$ cat config.mk
export PLATFORM = sky130hd
export DESIGN_NAME = gpio_setclr_bank
export DESIGN_NICKNAME = d
export VERILOG_FILES = /design/src/rtl/gpio_pkg.sv /design/src/rtl/gpio_in_sync.sv /design/src/rtl/gpio_port_core.sv /design/src/rtl/gpio_setclr_bank.sv
export SDC_FILE = /design/constraint.sdc
export NUM_CORES = 1
export LEC_CHECK = 0
export ABC_CLOCK_PERIOD_IN_PS = 4100
export BUFFER_PORTS_ARGS = -buffer_cell sky130_fd_sc_hd__buf_2
export CORE_AREA = 8 8 223 225
export DETAILED_ROUTE_END_ITERATION = 6
export DIE_AREA = 0 0 231 233
export GPL_ROUTABILITY_DRIVEN = 0
export GPL_TIMING_DRIVEN = 1
export HOLD_SLACK_MARGIN = 0.08
export PLACE_DENSITY = 0.83
export SYNTH_ARGS = -nofsm -noshare
export SYNTH_HDL_FRONTEND = slang
export SYNTH_SLANG_ARGS = --single-unit
$ cat constraint.sdc
create_clock -name clk -period 4.1 [get_ports clk]
set_input_delay 0.205 -clock clk [delete_from_list [all_inputs] [get_ports clk]]
set_output_delay 0.205 -clock clk [all_outputs]
set_load 0.01 [all_outputs]
$ cat src/rtl/gpio_pkg.sv
package gpio_pkg;
    typedef enum logic [1:0] {
        REG_PINVAL = 2'd0,
        REG_SET    = 2'd1,
        REG_DIR    = 2'd2,
        REG_CLR    = 2'd3
    } gpio_reg_e;

    localparam int PORT_STRIDE_LOG2 = 4;
endpackage

$ cat src/rtl/gpio_in_sync.sv
module gpio_in_sync #(
    parameter int W = 32
) (
    input  logic         clk,
    input  logic         rst_n,
    input  logic [W-1:0] async_i,
    output logic [W-1:0] sync_o
);
    typedef struct packed {
        logic [W-1:0] s1;
        logic [W-1:0] s2;
    } sync_t;

    sync_t st_d, st_q;

    always_comb begin
        st_d    = st_q;
        st_d.s1 = async_i;
        st_d.s2 = st_q.s1;
    end

    always_ff @(posedge clk or negedge rst_n) begin
        if (!rst_n) st_q <= '0;
        else        st_q <= st_d;
    end

    assign sync_o = st_q.s2;
endmodule

$ cat src/rtl/gpio_port_core.sv
module gpio_port_core
    import gpio_pkg::*;
#(
    parameter int PIN_W = 32
) (
    input  logic             clk,
    input  logic             rst_n,
    input  logic             hit_i,
    input  logic             we_i,
    input  gpio_reg_e        reg_i,
    input  logic [PIN_W-1:0] wdata_i,
    input  logic [PIN_W-1:0] pin_sync_i,
    input  logic [PIN_W-1:0] alt_sel_i,
    output logic [PIN_W-1:0] out_o,
    output logic [PIN_W-1:0] oe_o,
    output logic [PIN_W-1:0] rdata_o
);
    typedef struct packed {
        logic [PIN_W-1:0] dir;
        logic [PIN_W-1:0] latch;
    } port_t;

    port_t            st_d, st_q;
    logic [PIN_W-1:0] wmask;
    logic             wr_latch;

    assign wmask    = st_q.dir & ~alt_sel_i;
    assign wr_latch = hit_i && we_i && (reg_i != REG_DIR);

    always_comb begin
        st_d = st_q;
        if (hit_i && we_i) begin
            case (reg_i)
                REG_PINVAL: st_d.latch = (st_q.latch & ~wmask) | (wdata_i & wmask);
                REG_SET:    st_d.latch = st_q.latch | (wdata_i & wmask);
                REG_CLR:    st_d.latch = st_q.latch & ~(wdata_i & wmask);
                REG_DIR:    st_d.dir   = wdata_i;
                default:    st_d       = st_q;
            endcase
        end
    end

    always_ff @(posedge clk or negedge rst_n) begin
        if (!rst_n) st_q <= '0;
        else        st_q <= st_d;
    end

    always_comb begin
        rdata_o = '0;
        if (hit_i) begin
            case (reg_i)
                REG_PINVAL: rdata_o = pin_sync_i;
                REG_SET:    rdata_o = st_q.latch;
                REG_DIR:    rdata_o = st_q.dir;
                default:    rdata_o = '0;
            endcase
        end
    end

    assign out_o = st_q.latch;
    assign oe_o  = wmask;

    AST_SET_HIGH: assert property (@(posedge clk) disable iff (!rst_n)
        (hit_i && we_i && reg_i == REG_SET) |=>
        ((out_o & $past(wdata_i & st_q.dir & ~alt_sel_i)) == $past(wdata_i & st_q.dir & ~alt_sel_i)));
    AST_CLR_LOW: assert property (@(posedge clk) disable iff (!rst_n)
        (hit_i && we_i && reg_i == REG_CLR) |=>
        ((out_o & $past(wdata_i & st_q.dir & ~alt_sel_i)) == '0));
    AST_PINVAL_LOAD: assert property (@(posedge clk) disable iff (!rst_n)
        (hit_i && we_i && reg_i == REG_PINVAL) |=>
        ((out_o & $past(oe_o)) == ($past(wdata_i) & $past(oe_o))));
    AST_LOCKED_HOLD: assert property (@(posedge clk) disable iff (!rst_n)
        wr_latch |=> (((out_o ^ $past(out_o)) & ~$past(oe_o)) == '0));
    AST_IDLE_STABLE: assert property (@(posedge clk) disable iff (!rst_n)
        !wr_latch |=> $stable(out_o));
endmodule

$ cat src/rtl/gpio_setclr_bank.sv
module gpio_setclr_bank
    import gpio_pkg::*;
#(
    parameter int NUM_PORTS = 4,
    parameter int PIN_W     = 32,
    parameter int ADDR_W    = 8
) (
    input  logic                       clk,
    input  logic                       rst_n,
    input  logic [ADDR_W-1:0]          bus_addr,
    input  logic                       bus_we,
    input  logic [PIN_W-1:0]           bus_wdata,
    output logic [PIN_W-1:0]           bus_rdata,
    input  logic [NUM_PORTS*PIN_W-1:0] pin_in,
    input  logic [NUM_PORTS*PIN_W-1:0] pin_alt_sel,
    output logic [NUM_PORTS*PIN_W-1:0] pin_out,
    output logic [NUM_PORTS*PIN_W-1:0] pin_oe
);
    localparam int IDX_W = ADDR_W - PORT_STRIDE_LOG2;

    logic [IDX_W-1:0]           port_idx;
    logic                       aligned;
    gpio_reg_e                  reg_sel;
    logic [NUM_PORTS-1:0]       hit;
    logic [NUM_PORTS*PIN_W-1:0] pin_sync;
    logic [PIN_W-1:0]           port_rd [NUM_PORTS];

    assign port_idx = bus_addr[ADDR_W-1:PORT_STRIDE_LOG2];
    assign aligned  = (bus_addr[1:0] == 2'b00);
    assign reg_sel  = gpio_reg_e'(bus_addr[3:2]);

    for (genvar p = 0; p < NUM_PORTS; p++) begin : g_port
        assign hit[p] = aligned && (port_idx == IDX_W'(p));

        gpio_in_sync #(.W(PIN_W)) u_sync (
            .clk    (clk),
            .rst_n  (rst_n),
            .async_i(pin_in[p*PIN_W +: PIN_W]),
            .sync_o (pin_sync[p*PIN_W +: PIN_W])
        );

        gpio_port_core #(.PIN_W(PIN_W)) u_core (
            .clk       (clk),
            .rst_n     (rst_n),
            .hit_i     (hit[p]),
            .we_i      (bus_we),
            .reg_i     (reg_sel),
            .wdata_i   (bus_wdata),
            .pin_sync_i(pin_sync[p*PIN_W +: PIN_W]),
            .alt_sel_i (pin_alt_sel[p*PIN_W +: PIN_W]),
            .out_o     (pin_out[p*PIN_W +: PIN_W]),
            .oe_o      (pin_oe[p*PIN_W +: PIN_W]),
            .rdata_o   (port_rd[p])
        );
    end

    always_comb begin
        bus_rdata = '0;
        for (int p = 0; p < NUM_PORTS; p++) bus_rdata = bus_rdata | port_rd[p];
    end

    AST_UNMAPPED_READ_ZERO: assert property (@(posedge clk) disable iff (!rst_n)
        (!aligned || ({1'b0, port_idx} >= (IDX_W+1)'(NUM_PORTS))) |-> (bus_rdata == '0));
    AST_OE_RELEASED: assert property (@(posedge clk) disable iff (!rst_n)
        ((pin_oe & pin_alt_sel) == '0));
endmodule

# == After elaboration in Yosys (flattened, before gate mapping) ==
# Cells that the tools add are included.
# word_totals
register_bits,512
in_bits,299
out_inout_bits,288
wordCells,93
# op_classes
n_eq_ne,6
muxes,12
bitwise_logic,39
n_reduce_logical,20
# ops
op,count
$pmux W32 S3,8
$and A32 B32 Y32,16
$not A32 Y32,12
$or A32 B32 Y32,11
$mux W32,4
$reduce_and A2 Y1,8
$eq A4 B2 Y1 const B,2
$logic_and A1 B1 Y1,8
$eq A2 B2 Y1 const B,2
$eq A4 B1 Y1 const B,1
$logic_not A2 Y1,2
$logic_not A4 Y1,1
$reduce_bool A3 Y1,1
$eq A2 B1 Y1 const B,1

# == Depth between registers and ports, before layout ==
# depth
word_depth,6
ltp_mapped,7
mapped_depth_nobuf,4

# == By module ==
# From an unflattened synthesis, not the netlist that was laid out.
# hier_totals
cells_unflattened,1726
area_unflattened_um2,23376.2
# by_module_without_submodules
mod,n_inst,cells_each,area_per_inst_um2,seq_area_each_um2
gpio_port_core,4,358,4170.2,1601.5
gpio_in_sync,4,64,1601.5,1601.5
gpio_setclr_bank,1,38,289.0,0.0

# == Worst setup path before layout ==
# No wires, ideal clock.
# synth_path
path_type,input port to output port
startpoint,input bus_addr[2]
endpoint,output bus_rdata[10]
arrival_time_ps,1502
required_time_ps,3895
setup_slack_ps,2393
stages,7
path_buffers,3
cell_sequence,buf_2 a211o_1 nor2b_1 clkbuf_1 buf_2 a22oi_1 o21ai_0
# synth_between
elab_chain_cells,6
elab_cells_between_ends,14
classes_between,2 x eq/ne; 8 x mux; 3 x bitwise; 1 x reduce/logical
# synth_lines
element,line,text
"start, declared",gpio_setclr_bank.sv:10,"input logic [ADDR_W-1:0] bus_addr,"
"$eq A2 B2 Y1, or another cell as far along",gpio_port_core.sv:51,case (reg_i)
$pmux W32 S3,gpio_port_core.sv:51,
$mux W32,gpio_port_core.sv:50,if (hit_i) begin
$or A32 B32 Y32 (2 in a row),gpio_setclr_bank.sv:59,for (int p = 0; p < NUM_PORTS; p++) bus_rdata = bus_rdata | port_rd[p];
$or A32 B32 Y32 *,gpio_setclr_bank.sv:59,
"end, declared",gpio_setclr_bank.sv:13,"output logic [PIN_W-1:0] bus_rdata,"
# Every way passes the cells marked *; elsewhere a longest branch is shown, timed or not.

# == Final worst setup path ==
# layout_path
startpoint,input bus_addr[2]
endpoint,output bus_rdata[0]
# The elaborated chain is that of the path after synthesis.

==> impl_metrics.csv <==
group,metric,value,unit
floorplan,boundaryPins,587,
cells_and_area,drive_gt1_share,30.07,%
synthesis,yosys_warnings,0,
clock_network,clock_latency,0.60,ns
clock_network,clockRootBuffer,"clkbuf_16",
grt,grt_max_degree,156,
clock_network,cts_resized,0,
grt,grt_pass1_vias,23620,
sta,fin_crit_sh,71.28,%
sta,setup_tns,0,ns
sta,worst_pin_slew,1.242,ns
placement,hpwlAfterDp,58710,microns
grt,overflow,0,
critical_path,critical_path_class,"in -> out",
clock_network,htreeDepth,2,
routing,wirelength,99950,microns
routing,wire_per_inst,28.91,microns
synthesis,synth_top_cell_by_area,"dfrtp_1",
synthesis,synth-seq-area-share,54.38,%
hold_path,hold_path_class,"in -> reg",
synthesis,synth_nets,2409,
sta,final_hold_viol_count,0,
hold_path,hold_path.startpoint,"pin_alt_sel[70]",
clock_network,clock_path_buffers,3,
routing,drc_errors,13,
floorplan,die-area,53820,sq um
cells_and_area,finalInstanceArea,31030,sq um
critical_path,cp.arrival,2.72,ns
clock_network,cts_num_sinks,512,
synthesis,synthTopCellsByCount,"dfrtp_1, o21ai_0, nor2b_1",
synthesis,netlist_top_cells_area,"dfrtp_1, o21ai_0, mux2_2",
sta,skew,0.01840,ns
power,p_total,11.57,mW
critical_path,start_kind,"input pin",
routing,viasPerCell,6.499,
outcome,outcome,"finished with violations",
clock_network,post_cts_buffers,0,
synthesis,avgSynthCellArea,11.17,sq um
synthesis,synthFlopType,"dfrtp_1",
synthesis,synth-seq-cells,512,
critical_path,end_kind,"primary output",
floorplan,num_rows,79,
critical_path,required,3.89,ns
clock_network,cts_tree,"done",
clock_network,cts_hold_buf,311,
clock_network,cts_buffers,54,
synthesis,mappedNetlistArea,23560,sq um
critical_path,crit_start,"bus_addr[2]",
floorplan,core,46060,sq um
synthesis,synth-edff-count,0,
synthesis,netlist_instances,2110,
floorplan,fp.dieW,231,microns
sta,clock.fmax,342.2,MHz
critical_path,reg2reg_from,"g_port[2].u_core.st_q[40]",
sta,setup_slack,1.178,ns
synthesis,yosysMostFrequentCell,"dfrtp_1",
cells_and_area,nets,3106,
sta,finalSetupViolations,0,
power,p_leak,14.37,nW
sta,relSlewSlack,17.21,%
run,drv_cap,0,
synthesis,synthDistinctLibCells,24,
routing,first_pass_iters,7,
power,max-vdd-ir-drop,0.3070,mV
sta,rsz0062_at_grt,"false",
grt,grt_use_total,35.88,%
clock_network,path_clk_slew,0.06,ns
routing,drt_iter0_markers,3181,
power,p_per_area,372.9,nW/um^2
cells_and_area,syn_to_final_growth,31.70,%
synthesis,synthArstFlopShare,100.0,%
grt,grt_pass1_wl,147300,microns
placement,placedInstanceArea,26120,sq um
critical_path,critPathMaxFanout,53,
routing,drtAntennaViolNets,0,
floorplan,die_h,233,microns
routing,dr_total_vias,22470,
sta,fin_crit,2.922,ns
placement,preCtsSetupSlack,1.384,ns
synthesis,yosys.area.top_type_share,54.38,%
placement,io_buffer_count,586,
outcome,failed_checks,"DRC",
floorplan,start_util,51.15,%
sta,finalMaxSlewViolations,0,
grt,antenna_found_initial,13,
==> cell families (layout without fill, tap and decap cells) <==
family                 count (synthesis)  in the layout  share of synthesized area, %
multiplexers                         257            257                         11.60
AO/OA/AOI/OAI                        641            641                         15.91
buffers and inverters                299           1032                         7.042
other                                  0              7                             0
AND/OR/NAND/NOR                      401            401                         11.07
flip-flops                           512            512                         54.38
==> layout make-up <==
| class | instances | area, sq um |
|---|---|---|
| fillers | 3099 | 15040 |
| flip-flops and latches | 512 | 12810 |
| multi-input cells | 1299 | 9186 |
| repair buffers | 940 | 6472 |
| clock buffers | 77 | 1558 |
| well taps | 607 | 759.5 |
| clock inverters | 15 | 220.2 |
| diodes | 7 | 17.52 |
==> per-layer routing <==
| metal | routed length [microns] | up-vias | GRT usage [%] |
|---|---|---|---|
| met2 | 45620 | 2139 | 55.99 |
| met3 | 12490 | 659 | 12.14 |
| met5 | 35 | - | 0 |
| met1 | 33580 | 10820 | 41.29 |
| li1 | - | 8844 | - |
| met4 | 8216 | 6 | 25.50 |
==> through the flow <==
stage,utilization (%),hold WS [ns],instances
after global routing,67.35,0.09647,3456
final,67.36,0.1165,3457
after CTS,67.32,0.08170,3450
after floorplan,-,-0.09059,2110
after global placement,56.70,0.3126,3047
after detailed placement,56.70,0.3144,3047
==> cell usage in the layout, fill, tap and decap left out, types with 7 or more instances in the layout <==
master / Yosys / final
clkbuf_8: 0 / 13
buf_4: 128 / 37
o21ai_1: 7 / 7
dlygate4sd3_1: 0 / 311
mux2_2: 124 / 124
nand2_1: 36 / 32
a22oi_1: 160 / 160
clkbuf_1: 116 / 11
nor3b_1: 31 / 31
o2bb2ai_1: 36 / 36
mux2i_1: 129 / 129
a21oi_1: 14 / 14
clkbuf_16: 0 / 54
nand3_1: 39 / 32
nand3_2: 0 / 7
nand3b_1: 123 / 123
nor2b_1: 166 / 162
o21ai_0: 423 / 423
dfrtp_1: 512 / 512
diode_2: 0 / 7
buf_2: 45 / 583
==> power by group <==
part / total (mW) / leakage (nW) / switching [mW] / internal, mW
combinational: 1.20 / 7.13 / 0.683 / 0.521
clock: 5.01 / 0.870 / 2.07 / 2.94
sequential: 5.35 / 6.37 / 0.108 / 5.24
==> path summary, 6_finish.rpt <==
check	to	slack [ns]	cells after the start
max reg2reg	g_port[2].u_core.out_o[8]	1.50	6
min reg2reg	g_port[2].u_sync.sync_o[10]	0.34	0
max in group asynchronous	g_port[3].u_core.out_o[3]	2.63	3
min	g_port[2].u_core.out_o[6]	0.12	5
max	bus_rdata[0]	1.18	7
min in group asynchronous	g_port[3].u_sync.st_d[12]	0.26	2
==> sequential cells by signal (all words and copies together), names as in the netlist <==
register	count
g_port.u_core.st_q	128
g_port.u_sync.st_d	128
g_port.u_core.out_o	128
g_port.u_sync.sync_o	128
==> worst max-delay path: stages <==
cell and delay (ns):
buf_8 0.21, a211o_2 0.56, nor2b_2 0.94, buf_4 0.27
a22oi_1 0.07, o21ai_0 0.19, buf_2 0.20
Note: power is estimated with default switching activity, not from simulation.
